### src/rtl/ts_cap_pkg.sv
package ts_cap_pkg;
  typedef enum logic [1:0] {
    TSM_OFF   = 2'd0,
    TSM_EVENT = 2'd1,
    TSM_PTP   = 2'd2,
    TSM_ALL   = 2'd3
  } ts_mode_e;

  localparam int unsigned WORD_W = 32;
endpackage

### src/rtl/ts_qualify.sv
module ts_qualify
  import ts_cap_pkg::*;
(
  input  logic [1:0] mode,
  input  logic       is_ptp,
  input  logic       is_event,
  output logic       hit
);
  ts_mode_e m;
  assign m = ts_mode_e'(mode);

  always_comb begin
    unique case (m)
      TSM_OFF:   hit = 1'b0;
      TSM_EVENT: hit = is_ptp & is_event;
      TSM_PTP:   hit = is_ptp;
      TSM_ALL:   hit = 1'b1;
      default:   hit = 1'b0;
    endcase
  end
endmodule

### src/rtl/ts_format.sv
module ts_format
  import ts_cap_pkg::*;
#(
  parameter int unsigned SEC_W    = 48,
  parameter int unsigned NS_W     = 30,
  parameter int unsigned SEC_KEEP = 6
) (
  input  logic [SEC_W-1:0]  sec,
  input  logic [NS_W-1:0]   ns,
  input  logic              en,
  output logic [WORD_W-1:0] word_a,
  output logic [WORD_W-1:0] word_b
);
  localparam int unsigned SEC_A_W = WORD_W - NS_W;
  localparam int unsigned SEC_B_W = SEC_KEEP - SEC_A_W;

  logic [WORD_W-1:0] raw_a, raw_b;
  assign raw_a = {sec[SEC_A_W-1:0], ns};
  assign raw_b = {{(WORD_W-SEC_B_W){1'b0}}, sec[SEC_KEEP-1:SEC_A_W]};

  assign word_a = en ? raw_a : '0;
  assign word_b = en ? raw_b : '0;
endmodule

### src/rtl/ts_channel.sv
module ts_channel
  import ts_cap_pkg::*;
#(
  parameter int unsigned SEC_W    = 48,
  parameter int unsigned NS_W     = 30,
  parameter int unsigned SEC_KEEP = 6,
  parameter int unsigned FLAG_BIT = 23
) (
  input  logic              clk,
  input  logic              rst,
  input  logic [SEC_W-1:0]  sec,
  input  logic [NS_W-1:0]   ns,
  input  logic [1:0]        mode,
  input  logic              sof,
  input  logic              is_ptp,
  input  logic              is_event,
  input  logic              ack,
  output logic              ready,
  output logic [WORD_W-1:0] word_a,
  output logic [WORD_W-1:0] word_b,
  output logic [WORD_W-1:0] flags,
  output logic              overrun
);
  localparam logic [WORD_W-1:0] FLAG_MASK = WORD_W'(1) << FLAG_BIT;

  logic              hit;
  logic [WORD_W-1:0] fa, fb;

  ts_qualify u_qual (
    .mode     (mode),
    .is_ptp   (is_ptp),
    .is_event (is_event),
    .hit      (hit)
  );

  ts_format #(.SEC_W(SEC_W), .NS_W(NS_W), .SEC_KEEP(SEC_KEEP)) u_fmt (
    .sec    (sec),
    .ns     (ns),
    .en     (hit),
    .word_a (fa),
    .word_b (fb)
  );

  always_ff @(posedge clk) begin
    if (rst) begin
      ready   <= 1'b0;
      word_a  <= '0;
      word_b  <= '0;
      flags   <= '0;
      overrun <= 1'b0;
    end else begin
      overrun <= sof & ready & ~ack;
      if (sof) begin
        ready  <= 1'b1;
        word_a <= fa;
        word_b <= fb;
        flags  <= hit ? FLAG_MASK : '0;
      end else if (ack) begin
        ready  <= 1'b0;
        word_a <= '0;
        word_b <= '0;
        flags  <= '0;
      end
    end
  end
endmodule

### src/rtl/ts_capture_ctrl.sv
module ts_capture_ctrl
  import ts_cap_pkg::*;
#(
  parameter int unsigned SEC_W       = 48,
  parameter int unsigned NS_W        = 30,
  parameter int unsigned SEC_KEEP    = 6,
  parameter int unsigned TX_FLAG_BIT = 23,
  parameter int unsigned RX_FLAG_BIT = 2
) (
  input  logic             clk,
  input  logic             rst,
  input  logic [SEC_W-1:0] tod_sec,
  input  logic [NS_W-1:0]  tod_ns,
  input  logic [1:0]       tx_mode,
  input  logic             tx_sof,
  input  logic             tx_is_ptp,
  input  logic             tx_is_event,
  input  logic             tx_ack,
  output logic             tx_ready,
  output logic [31:0]      tx_word_a,
  output logic [31:0]      tx_word_b,
  output logic [31:0]      tx_flags,
  output logic             tx_overrun,
  input  logic [1:0]       rx_mode,
  input  logic             rx_sof,
  input  logic             rx_is_ptp,
  input  logic             rx_is_event,
  input  logic             rx_ack,
  output logic             rx_ready,
  output logic [31:0]      rx_word_a,
  output logic [31:0]      rx_word_b,
  output logic [31:0]      rx_flags,
  output logic             rx_overrun
);
  localparam int unsigned NCH = 2;

  logic [1:0]        mode_v  [NCH];
  logic              sof_v   [NCH];
  logic              ptp_v   [NCH];
  logic              evt_v   [NCH];
  logic              ack_v   [NCH];
  logic              rdy_v   [NCH];
  logic [WORD_W-1:0] wa_v    [NCH];
  logic [WORD_W-1:0] wb_v    [NCH];
  logic [WORD_W-1:0] flg_v   [NCH];
  logic              ovr_v   [NCH];

  assign mode_v[0] = tx_mode;     assign mode_v[1] = rx_mode;
  assign sof_v[0]  = tx_sof;      assign sof_v[1]  = rx_sof;
  assign ptp_v[0]  = tx_is_ptp;   assign ptp_v[1]  = rx_is_ptp;
  assign evt_v[0]  = tx_is_event; assign evt_v[1]  = rx_is_event;
  assign ack_v[0]  = tx_ack;      assign ack_v[1]  = rx_ack;

  for (genvar c = 0; c < NCH; c++) begin : g_ch
    localparam int unsigned FB = (c == 0) ? TX_FLAG_BIT : RX_FLAG_BIT;
    ts_channel #(
      .SEC_W(SEC_W), .NS_W(NS_W), .SEC_KEEP(SEC_KEEP), .FLAG_BIT(FB)
    ) u_ch (
      .clk      (clk),
      .rst      (rst),
      .sec      (tod_sec),
      .ns       (tod_ns),
      .mode     (mode_v[c]),
      .sof      (sof_v[c]),
      .is_ptp   (ptp_v[c]),
      .is_event (evt_v[c]),
      .ack      (ack_v[c]),
      .ready    (rdy_v[c]),
      .word_a   (wa_v[c]),
      .word_b   (wb_v[c]),
      .flags    (flg_v[c]),
      .overrun  (ovr_v[c])
    );
  end

  assign tx_ready   = rdy_v[0]; assign rx_ready   = rdy_v[1];
  assign tx_word_a  = wa_v[0];  assign rx_word_a  = wa_v[1];
  assign tx_word_b  = wb_v[0];  assign rx_word_b  = wb_v[1];
  assign tx_flags   = flg_v[0]; assign rx_flags   = flg_v[1];
  assign tx_overrun = ovr_v[0]; assign rx_overrun = ovr_v[1];
endmodule

### config.mk
export PLATFORM = sky130hd
export DESIGN_NAME = ts_capture_ctrl
export DESIGN_NICKNAME = d
export VERILOG_FILES = /design/src/rtl/ts_cap_pkg.sv /design/src/rtl/ts_qualify.sv /design/src/rtl/ts_format.sv /design/src/rtl/ts_channel.sv /design/src/rtl/ts_capture_ctrl.sv
export SDC_FILE = /design/constraint.sdc
export NUM_CORES = 1
export LEC_CHECK = 0
export BUFFER_PORTS_ARGS = -buffer_cell sky130_fd_sc_hd__buf_2
export CORE_AREA = 2 2 113 115
export CTS_CLUSTER_DIAMETER = 120
export DETAILED_ROUTE_END_ITERATION = 7
export DIE_AREA = 0 0 115 117
export SETUP_SLACK_MARGIN = 0.5
export SLEW_MARGIN = 25
export SYNTH_ARGS = -nofsm -noshare
export SYNTH_HDL_FRONTEND = slang
export SYNTH_SLANG_ARGS = --single-unit
### constraint.sdc
create_clock -name clk -period 1.03 [get_ports clk]
set_input_delay 0 -clock clk [delete_from_list [all_inputs] [get_ports clk]]
set_output_delay 0 -clock clk [all_outputs]
set_load 0.02 [all_outputs]
== After elaboration in Yosys (flattened, before gate mapping) ==
Cells that the tools add are included.

* Latch bits: 0
* Flip-flop bits (word level): 196
* Output and inout port bits: 196
* Memories kept: 0
* RAM bits: 0
* ROM bits: 0

* Equality and inequality tests: 6
* Multipliers: 0
* Order comparisons: 0
* Bitwise gates (word level): 8
* Shift-type cells: 0
* Mux-type cells: 20
* Divide/modulo/power cells: 0
* Reductions and logical operators: 4
* Add/sub/neg operators: 0

{| class="wikitable"
|+ Operator list
! operator !! number
|-
| 2-to-1 mux 32 bit || 10
|-
| 2-to-1 mux 24 bit || 1
|-
| equality test 2 bit (second input constant) || 4
|-
| 2-to-1 mux 4 bit || 2
|-
| case mux 1 bit (4 select lines) || 2
|-
| bitwise AND 1 bit || 6
|-
| equality test 2 x 1 -> 1 bit (second input constant) || 2
|-
| zero test 2 bit || 2
|-
| 2-to-1 mux 1 bit || 4
|-
| nonzero test 2 bit || 2
|-
| 2-to-1 mux 3 bit || 1
|-
| NOT 1 bit || 2
|}

== Logic depth before layout (Yosys ltp) ==
Gate-level depths: netlist (run 1).

* Word-level depth: 4
* Mapped depth: 5
* Gate-level depth less buffers: 3

== Cells and area by module ==
Synthesis (run 1) repeated with hierarchy kept, for this count alone.

* Cells, all modules: 798
* Area total of the unflattened synthesis: 7622.3 sq um

{| class="wikitable"
|+ Modules (own cells, without submodules)
! module !! area an instance (sq um) !! cells each !! instances
|-
| ts_channel || 3298.2 || 328 || 2
|-
| ts_format || 499.2 || 68 || 2
|-
| ts_qualify || 13.8 || 3 || 2
|}

== Least setup slack after synthesis (run 1) ==
Ideal clock, no wire load.

* Path kind: input -> register
* Start: input port rst
* End: register g_ch[0].u_ch.word_a[22]
* Stages: 5
* Arrival: 0.783 ns
* Buffers on the path: 2
* Setup slack: 0.189 ns
* Path through: buf_6 nand2b_4 a21oi_4 buf_6 a22o_1

{| class="wikitable"
|+ RTL lines
! element !! line !! RTL
|-
| from (decl) || ts_capture_ctrl.sv:11 || <nowiki>input logic rst,</nowiki>
|-
| to (signal assigned) || ts_channel.sv:47 || <nowiki>word_a <= '0;</nowiki>
|-
| to (signal assigned) || ts_channel.sv:55 || <nowiki>word_a <= fa;</nowiki>
|-
| to (signal assigned) || ts_channel.sv:60 || <nowiki>word_a <= '0;</nowiki>
|-
| to (decl) || ts_channel.sv:19 || <nowiki>output logic [WORD_W-1:0] word_a,</nowiki>
|}

==> results.yml, run 1 <==
drt:
  postRouteWirelength_mm: 9.92
  highest_layer: "met4"
  drt_first_pass_iters: 4
  wl_met3_microns: 735
  wl_met1_mm: 3.85
  viasPerCell: 4.12
  drc: 0
  dr_wl_met2_mm: 5.26
  drtAntennaViolNets: 0
  drtIter0Drc: 98
  wire_per_inst_microns: 15.1
  via_count: 2704
timing:
  worst_hold_slack_ns: -0.109
  slew_violations: 0
  timing.fmax_mhz: 1230
  finClkSkew_ns: 0.000171
  final-hold-violation-count: 76
  rsz0062_at_grt: "yes"
  fin_crit_ns: 0.813
  layout_setup_ws_ns: 0.217
  fin_crit_sh_pct: 79.0
  setup_viol: 0
grt:
  grt_pass1_vias: 2539
  grt_usage_pct: 14.2
  antenna_found_initial: 0
  grt_pass1_wl_mm: 14.0
  grt-ovfl-total: 0
  grt_max_degree: 17
setup_path:
  start_kind: "flop"
  crit_type: "reg -> reg"
  required_ns: 1.25
  slowest_delay_ns: 0.33
  cp-end-kind: "flop"
  worstPathCellList: "nor3b_2 > a31oi_1 > a21oi_1"
  arrival_ns: 1.04
  worst-path-max-fanout: 2
  cp_slowest_cell: "dfxtp_2"
final_layout:
  fin_area_sq_mm: 0.00567
  seq_area_sq_mm: 0.00166
  antennaDiodeCount: 0
  layout.nets: 593
  layout_common_cells: "buf_6 (120), conb_1 (118), dfxtp_2 (76)"
  area_growth_syn_to_layout_pct: 67.6
  final_common_cell: "buf_6"
  n_fill_cell: 1114
  multi_input_area_sq_mm: 0.00133
  utilization_pct: 46.0
  layout-drive-gt1-share_pct: 60.5
logic_synthesis:
  synth_cell_types: 17
  synth_top_area_share_pct: 46.2
  netlist_area_sq_mm: 0.00338
  synth_cells: 306
  syn_area_per_cell_sq_um: 11.1
  yosysTopAreaCell: "dfxtp_1"
  synth_area_leaders: "dfxtp_1 (46%), buf_4 (26%), a22o_1 (19%)"
  ys_seq_area_share_pct: 46.2
  ys_warn_count: 0
  synth_seq_cells: 78
placement:
  placed_cell_area_sq_mm: 0.00380
  hpwl_mm: 5.15
  port_buffers: 127
  place_ws_ns: -0.402
  place_congestion: 0.662
flow_run:
  maxCapViolCount: 0
clock_network:
  cts.reportedPaths.clkPinSlew_ns: 0.06
  clock-sinks: 78
  cts-root-buf: "clkbuf_16"
  cts_made_buffers: 9
  cts_buffer_depth: 2
  htreeDepth: 3
  clkLatencyLatePin_ns: 0.33
  cts_tree: "yes"
pwr:
  powerDensity_mw_per_mm2: 1440
  leakage_nw: 2.71
  ir_worst_vdd_uv: 760
floorplanning:
  io_pins: 288
  die_h_microns: 117
  start_util_pct: 27.5
  core-area_sq_mm: 0.0123
  row_count: 41
  die-area_sq_mm: 0.0135
  dieWidth_microns: 115
run_status:
  status: "finished with violations"
  violations: "negative hold slack"
min_path:
  min_path_type: "in -> reg"
## logic make-up (layout without fill, tap and decap cells)
group                  count (synthesis)  count (layout)  share of synthesized area, %
buffers and inverters                133             215                          29.6
AOI/OAI and AO/OA                     82              83                          21.0
and+or+nand+nor                       12              12                          3.11
DFF                                   78              78                          46.2
other                                  1             118                         0.111
## registers in the layout, summed over array words and instances, names as in the netlist
name / cells
g_ch.u_ch.word_a: 64
g_ch.u_ch.ready: 2
g_ch.u_ch.word_b: 8
g_ch.u_ch.overrun: 2
g_ch.u_ch.flags: 2
## synthesized netlist by cell type
library cell and count:
buf_4 118, dfxtp_1 78, a22o_1 72, buf_6 7, buf_2 6, a21oi_1 3, nand3_1 3, nor3b_1 3
a21o_1 2, a21oi_4 2, inv_1 2, nand2b_4 2, nor2_1 2, nor3_4 2, o21ai_1 2, a31oi_1 1
conb_1 1
## cell type report
cell class                      count  area share (%)
Clock buffer                       12            4.90
Clock inverter                      4           0.905
Inverter                            2           0.132
Multi-Input combinational cell    213            23.5
Sequential cell                    78            29.4
Tap cell                          150            3.31
Timing Repair Buffer              197            37.9
## through the flow
step                      power [mW]  std cells  hold WS [ns]  TNS [ns]
after floorplan                 4.31        423        0.0761         0
after global placement          4.27        577         0.235    -12.77
after detailed placement        4.28        577         0.244    -14.20
after CTS                       8.16        645        -0.119         0
after global routing            8.47        656        -0.120         0
final                           8.15        656        -0.109         0
## power by group
group          switching (mW)  internal, mW
sequential             0.0872          3.15
combinational           0.868         0.656
clock                    1.24          2.16
total                    2.19          5.96
## timing repair
action	in CTS	in global routing
setup endpoints to repair	156	156
gates cloned	10	1
pin swaps	52	32
gates resized for setup	281	17
hold endpoints to repair	76	76
buffers inserted	42	10
## path summary, 6_finish.rpt
check | startpoint | end | slack (ns) | cells after the start
worst max register to register | g_ch[1].u_ch.flags[2] | g_ch[1].u_ch.flags[2] | 0.22 | 3
worst max-delay path | g_ch[1].u_ch.flags[2] | g_ch[1].u_ch.flags[2] | 0.22 | 3
worst min-delay path | tx_ack | g_ch[0].u_ch.overrun | -0.11 | 2
worst min register to register | g_ch[0].u_ch.flags[23] | g_ch[0].u_ch.flags[23] | 0.46 | 1
## layer usage
| layer | track usage, % | up-vias |
|---|---|---|
| met5 | 0 | - |
| met4 | 4.02 | 0 |
| met3 | 4.43 | 12 |
| met2 | 25.7 | 158 |
| met1 | 16.3 | 1298 |
| li1 | - | 1236 |
## worst max-delay path: cells and delay by family, from the launching register on
family             cells  cell delay (ns)
DFF                    1             0.33
and+or+nand+nor        1             0.15
AOI/OAI and AO/OA      2             0.22
Note: power is estimated with default switching activity, not from simulation.
==> inputs of run 2 (changes only) <==
Clock period 1.03 ns to 0.8 ns, I/O delays scaled along.
==> run 2 against run 1 <==
The flow finishes with violations (negative hold slack, negative setup slack). Sequential power increased by 25%. Hold slack got worse by 0.024 ns. Critical path type is now reg -> out. Combinational power increased by 9%. Largest power group unchanged. Sequential cell count unchanged. Clock skew about the same.
==> results.yml, run 2 (same netlist as run 1, synthesis figures left out) <==
run_status:
  status: "finished with violations"
  violations: "negative hold slack, negative setup slack"
drt:
  viasPerCell: 4.00
  drc: 0
  drt_first_pass_iters: 4
  wire_per_inst_microns: 13.1
  drtIter0Drc: 70
  drtAntennaViolNets: 0
  postRouteWirelength_mm: 8.09
  via_count: 2469
final_layout:
  top_regs: "g_ch.u_ch.word_a (64), g_ch.u_ch.word_b (8)"
  n_fill_cell: 1167
  antennaDiodeCount: 0
  layout.nets: 554
  utilization_pct: 41.7
  largest_register: "g_ch.u_ch.word_a"
  largest_reg_flops: 64
  final_common_cell: "conb_1"
  layout_common_cells: "conb_1 (118), buf_6 (92), a22o_1 (72)"
  area_growth_syn_to_layout_pct: 51.8
  layout-drive-gt1-share_pct: 56.5
timing:
  worst_hold_slack_ns: -0.132
  rsz0062_at_grt: "yes"
  fin_crit_ns: 0.806
  slew_violations: 0
  timing.fmax_mhz: 1240
  fin_tns_setup_ns: -0.0171
  finClkSkew_ns: 0.000136
  final-hold-violation-count: 77
  layout_setup_ws_ns: -0.00589
  setup_viol: 7
  fin_crit_sh_pct: 101
setup_path:
  start_kind: "flop"
  crit_buf_inv: 1
  reg2reg_slack_ns: 0.01
  slowest_delay_ns: 0.35
  reg2reg_depth: 3
  arrival_ns: 0.81
  cp-end-kind: "output pin"
  cp_top_family: "flip-flops"
  worstPathCellList: "buf_6"
  r2r-start: "g_ch[1].u_ch.flags[2]"
  required_ns: 0.80
  crit_type: "reg -> out"
  r2r-end: "g_ch[1].u_ch.flags[2]"
  worst-path-max-fanout: 2
  cp_slowest_cell: "dfxtp_4"
pwr:
  powerDensity_mw_per_mm2: 1900
  p_clk_share_pct: 41.6
  p_int_mw: 7.11
  power_mw: 9.76
  p_seq_share_pct: 41.4
  swShare_pct: 27.2
  leakage_nw: 2.41
  p_sw_mw: 2.65
  ir_worst_vdd_uv: 924
  p_comb_share_pct: 16.9
floorplanning:
  row_count: 41
  start_util_pct: 27.5
  dieWidth_microns: 115
  die-area_sq_mm: 0.0135
  die_h_microns: 117
  core-area_sq_mm: 0.0123
  io_pins: 288
clock_network:
  clkLatencyLatePin_ns: 0.33
  clock-sinks: 78
  cts.reportedPaths.clkPinSlew_ns: 0.06
  cts-root-buf: "clkbuf_16"
  htreeDepth: 3
  cts_tree: "yes"
  cts_buffer_depth: 2
  cts_made_buffers: 9
min_path:
  min_path_type: "in -> reg"
  min_to: "g_ch[0].u_ch.ready"
  worstHoldPathCells: 2
  min_from: "rst"
grt:
  grt-ovfl-total: 0
  grt_max_degree: 23
  antenna_found_initial: 0
  grt_pass1_vias: 2240
  grt_pass1_wl_mm: 11.6
  grt_usage_pct: 11.3
placement:
  place_congestion: 0.688
  port_buffers: 127
  hpwl_mm: 5.42
flow_run:
  maxCapViolCount: 0
[run 2: cell count changes in the layout (fill, tap and decap cells not counted), moves of 2 or more]
cell and delta:
buf_12 -2, buf_16 -9, buf_2 +2, buf_6 -28, dfxtp_2 -47, dfxtp_4 +47
[run 2: layout make-up]
type | count | area [sq um] | area share, %
Clock inverter | 2 | 12.5 | 0.244
Clock buffer | 14 | 295 | 5.75
Multi-Input combinational cell | 212 | 1290 | 25.1
Timing Repair Buffer | 159 | 1560 | 30.4
Inverter | 2 | 7.51 | 0.146
Sequential cell | 78 | 1780 | 34.7
Tap cell | 150 | 188 | 3.66
[run 2: worst max-delay path by stage]
stage	startpoint	to	slack, ns	cells after the start
final	g_ch[0].u_ch.word_b[2]	tx_word_b[2]	-0.006	1
after global routing	g_ch[0].u_ch.word_a[19]	tx_word_a[19]	-0.04	1
after detailed placement	rx_mode[0]	g_ch[1].u_ch.word_a[8]	-0.16	5
after global placement	rx_mode[0]	g_ch[1].u_ch.word_a[3]	-0.14	5
after CTS	g_ch[1].u_ch.word_b[2]	rx_word_b[2]	-0.03	1
after floorplan	rst	g_ch[0].u_ch.word_a[22]	-0.03	5
[run 2: power groups by stage]
stage	clock (mW)	combinational [mW]	sequential (mW)
2_1_floorplan	0	1.20	4.26
3_3_place_gp	0	1.34	4.08
3_5_place_dp	0	1.36	4.08
4_1_cts	4.23	1.57	4.04
5_1_grt	4.39	1.78	4.06
6_report	4.07	1.65	4.05
[run 2: what timing repair did]
item / in CTS / in global routing
pin swaps: 75 / 5
hold endpoints to repair: 76 / 77
setup buffers: 10 / 3
resized for setup: 197 / 8
cloned: 0 / 3
setup endpoints to repair: 156 / 156
[run 2: stage by stage]
| step | hold slack, ns | std cells | worst slack [ns] | cell area, sq um |
|---|---|---|---|---|
| final | -0.132 | 617 | -0.00589 | 5130 |
| after global routing | -0.141 | 617 | -0.0365 | 5130 |
| after CTS | -0.124 | 611 | -0.0267 | 5000 |
| after detailed placement | 0.245 | 585 | -0.158 | 4050 |
| after global placement | 0.234 | 585 | -0.137 | 4050 |
| after floorplan | 0.0663 | 423 | -0.0267 | 4020 |
[run 2: layer usage]
metal	up-vias	wire length, microns	track usage [%]
li1	1158	-	-
met1	1160	3130	12.9
met2	142	4180	18.6
met3	9	660	4.53
met4	0	112	5.30
met5	-	0	0
==> inputs of run 3 (changes only) <==
==> constraint.sdc (replaced) <==
create_clock -name clk -period 0.8 [get_ports clk]
set_input_delay 0.12 -clock clk [delete_from_list [all_inputs] [get_ports clk]]
set_output_delay 0.12 -clock clk [all_outputs]
set_load 0.02 [all_outputs]
==> run 3 against run 2 <==
The run still ends with negative hold slack, negative setup slack left. Cell count up 2.6%. First-iteration DRC count down 16%. Critical endpoint is now rx_word_b[2]. Largest power group unchanged. Cell area up 6.0%. Hold slack better by 0.078 ns. Clock skew about the same. Fmax down 13%.
==> results.yml, run 3 (same netlist as run 1, synthesis figures left out) <==
setup_path:
  cp-end-kind: "output pin"
  crit_buf_inv: 1
  cp_slowest_cell: "dfxtp_4"
  crit_type: "reg -> out"
  cp_top_family: "flip-flops"
  required_ns: 0.68
  slowest_delay_ns: 0.35
  start_kind: "flop"
  worstPathCellList: "buf_6"
  arrival_ns: 0.81
  worst-path-max-fanout: 2
flow_run:
  maxCapViolCount: 0
pwr:
  p_clk_share_pct: 41.2
  p_comb_share_pct: 18.2
  powerDensity_mw_per_mm2: 1830
  ir_worst_vdd_uv: 929
  p_int_mw: 7.23
  p_sw_mw: 2.74
  leakage_nw: 2.55
  p_seq_share_pct: 40.6
  power_mw: 9.96
  swShare_pct: 27.5
grt:
  grt_pass1_vias: 2309
  grt_usage_pct: 12.3
  grt_max_degree: 23
  grt-ovfl-total: 0
  grt_pass1_wl_mm: 12.4
  antenna_found_initial: 0
timing:
  finClkSkew_ns: 0.000156
  rsz0062_at_grt: "yes"
  final-hold-violation-count: 1
  fin_crit_sh_pct: 116
  setup_viol: 85
  worst_hold_slack_ns: -0.0543
  slew_violations: 0
  layout_setup_ws_ns: -0.129
  fin_crit_ns: 0.929
  timing.fmax_mhz: 1080
drt:
  drtIter0Drc: 59
  via_count: 2595
  drc: 0
  drt_first_pass_iters: 4
  drtAntennaViolNets: 0
  postRouteWirelength_mm: 9.04
  viasPerCell: 4.10
  wire_per_inst_microns: 14.3
placement:
  port_buffers: 127
  place_congestion: 0.688
  hpwl_mm: 5.42
run_status:
  status: "finished with violations"
  violations: "negative hold slack, negative setup slack"
floorplanning:
  die-area_sq_mm: 0.0135
  start_util_pct: 27.5
  die_h_microns: 117
  core-area_sq_mm: 0.0123
  row_count: 41
  dieWidth_microns: 115
  io_pins: 288
clock_network:
  clkLatencyLatePin_ns: 0.33
  htreeDepth: 3
  cts_tree: "yes"
  cts.reportedPaths.clkPinSlew_ns: 0.06
  clock-sinks: 78
  cts_made_buffers: 9
  cts_buffer_depth: 2
  cts-root-buf: "clkbuf_16"
final_layout:
  area_growth_syn_to_layout_pct: 60.9
  n_fill_cell: 1151
  layout-drive-gt1-share_pct: 58.2
  layout_common_cells: "conb_1 (118), buf_6 (101), a22o_1 (72)"
  layout.nets: 570
  top_regs: "g_ch.u_ch.word_a (64), g_ch.u_ch.word_b (8)"
  antennaDiodeCount: 0
  largest_register: "g_ch.u_ch.word_a"
  largest_reg_flops: 64
  final_common_cell: "conb_1"
  seq_area_sq_mm: 0.00178
  multi_input_area_sq_mm: 0.00130
min_path:
  min_path_type: "in -> reg"
[run 3: cell count changes in the layout (fill, tap and decap cells not counted)]
cell       delta
clkbuf_16     +1
o21ai_2       -1
buf_2         -2
buf_6         +9
o21ai_4       +1
buf_12        +2
nand3_2       +1
buf_8         +2
buf_16        +4
nand3_1       -1
[run 3: routing by layer]
metal,wire (microns),global-route usage (%)
met5,0,0
met4,133,5.62
met3,670,4.38
met2,4730,20.5
met1,3510,14.2
[run 3: worst paths after layout]
kind	startpoint	endpoint	slack [ns]	depth (start not counted)
worst max-delay path	g_ch[1].u_ch.word_b[2]	rx_word_b[2]	-0.13	1
worst min-delay path	rst	g_ch[0].u_ch.ready	-0.05	2
worst max register to register	g_ch[0].u_ch.word_a[19]	g_ch[0].u_ch.word_a[19]	-0.02	3
worst min register to register	g_ch[0].u_ch.flags[23]	g_ch[0].u_ch.flags[23]	0.47	1
[run 3: cell type report]
cell class              instances  area share, %
clock buffers                  14           5.43
flip-flops and latches         78           32.7
multi-input cells             212           23.9
well taps                     150           3.45
repair buffers                175           34.1
clock inverters                 2          0.230
inverters                       2          0.138
[run 3: power groups by stage]
stage,registers (mW),logic [mW],clock network [mW]
finish,4.04,1.81,4.10
global route,4.06,1.94,4.41
CTS,4.04,1.69,4.23
floorplan,4.26,1.20,0
global placement,4.08,1.34,0
detailed placement,4.08,1.36,0
[run 3: metrics by stage]
stage / utilization [%] / TNS, ns / cells / setup WS (ns) / cell area [sq um]
final: 44.2 / -9.01 / 633 / -0.129 / 5440
after floorplan: - / -9.05 / 423 / -0.147 / 4020
after CTS: 42.4 / -10.33 / 618 / -0.147 / 5220
after global routing: 44.2 / -11.72 / 633 / -0.164 / 5440
after global placement: 32.9 / -17.22 / 585 / -0.257 / 4050
after detailed placement: 32.9 / -18.18 / 585 / -0.278 / 4050
[run 3: timing repair]
item                       in CTS  in global routing
buffers inserted               13                 11
hold endpoints to repair        3                  1
setup endpoints to repair     156                156
pin swaps                      44                 33
gates cloned                    4                  4
resized for setup             216                 11
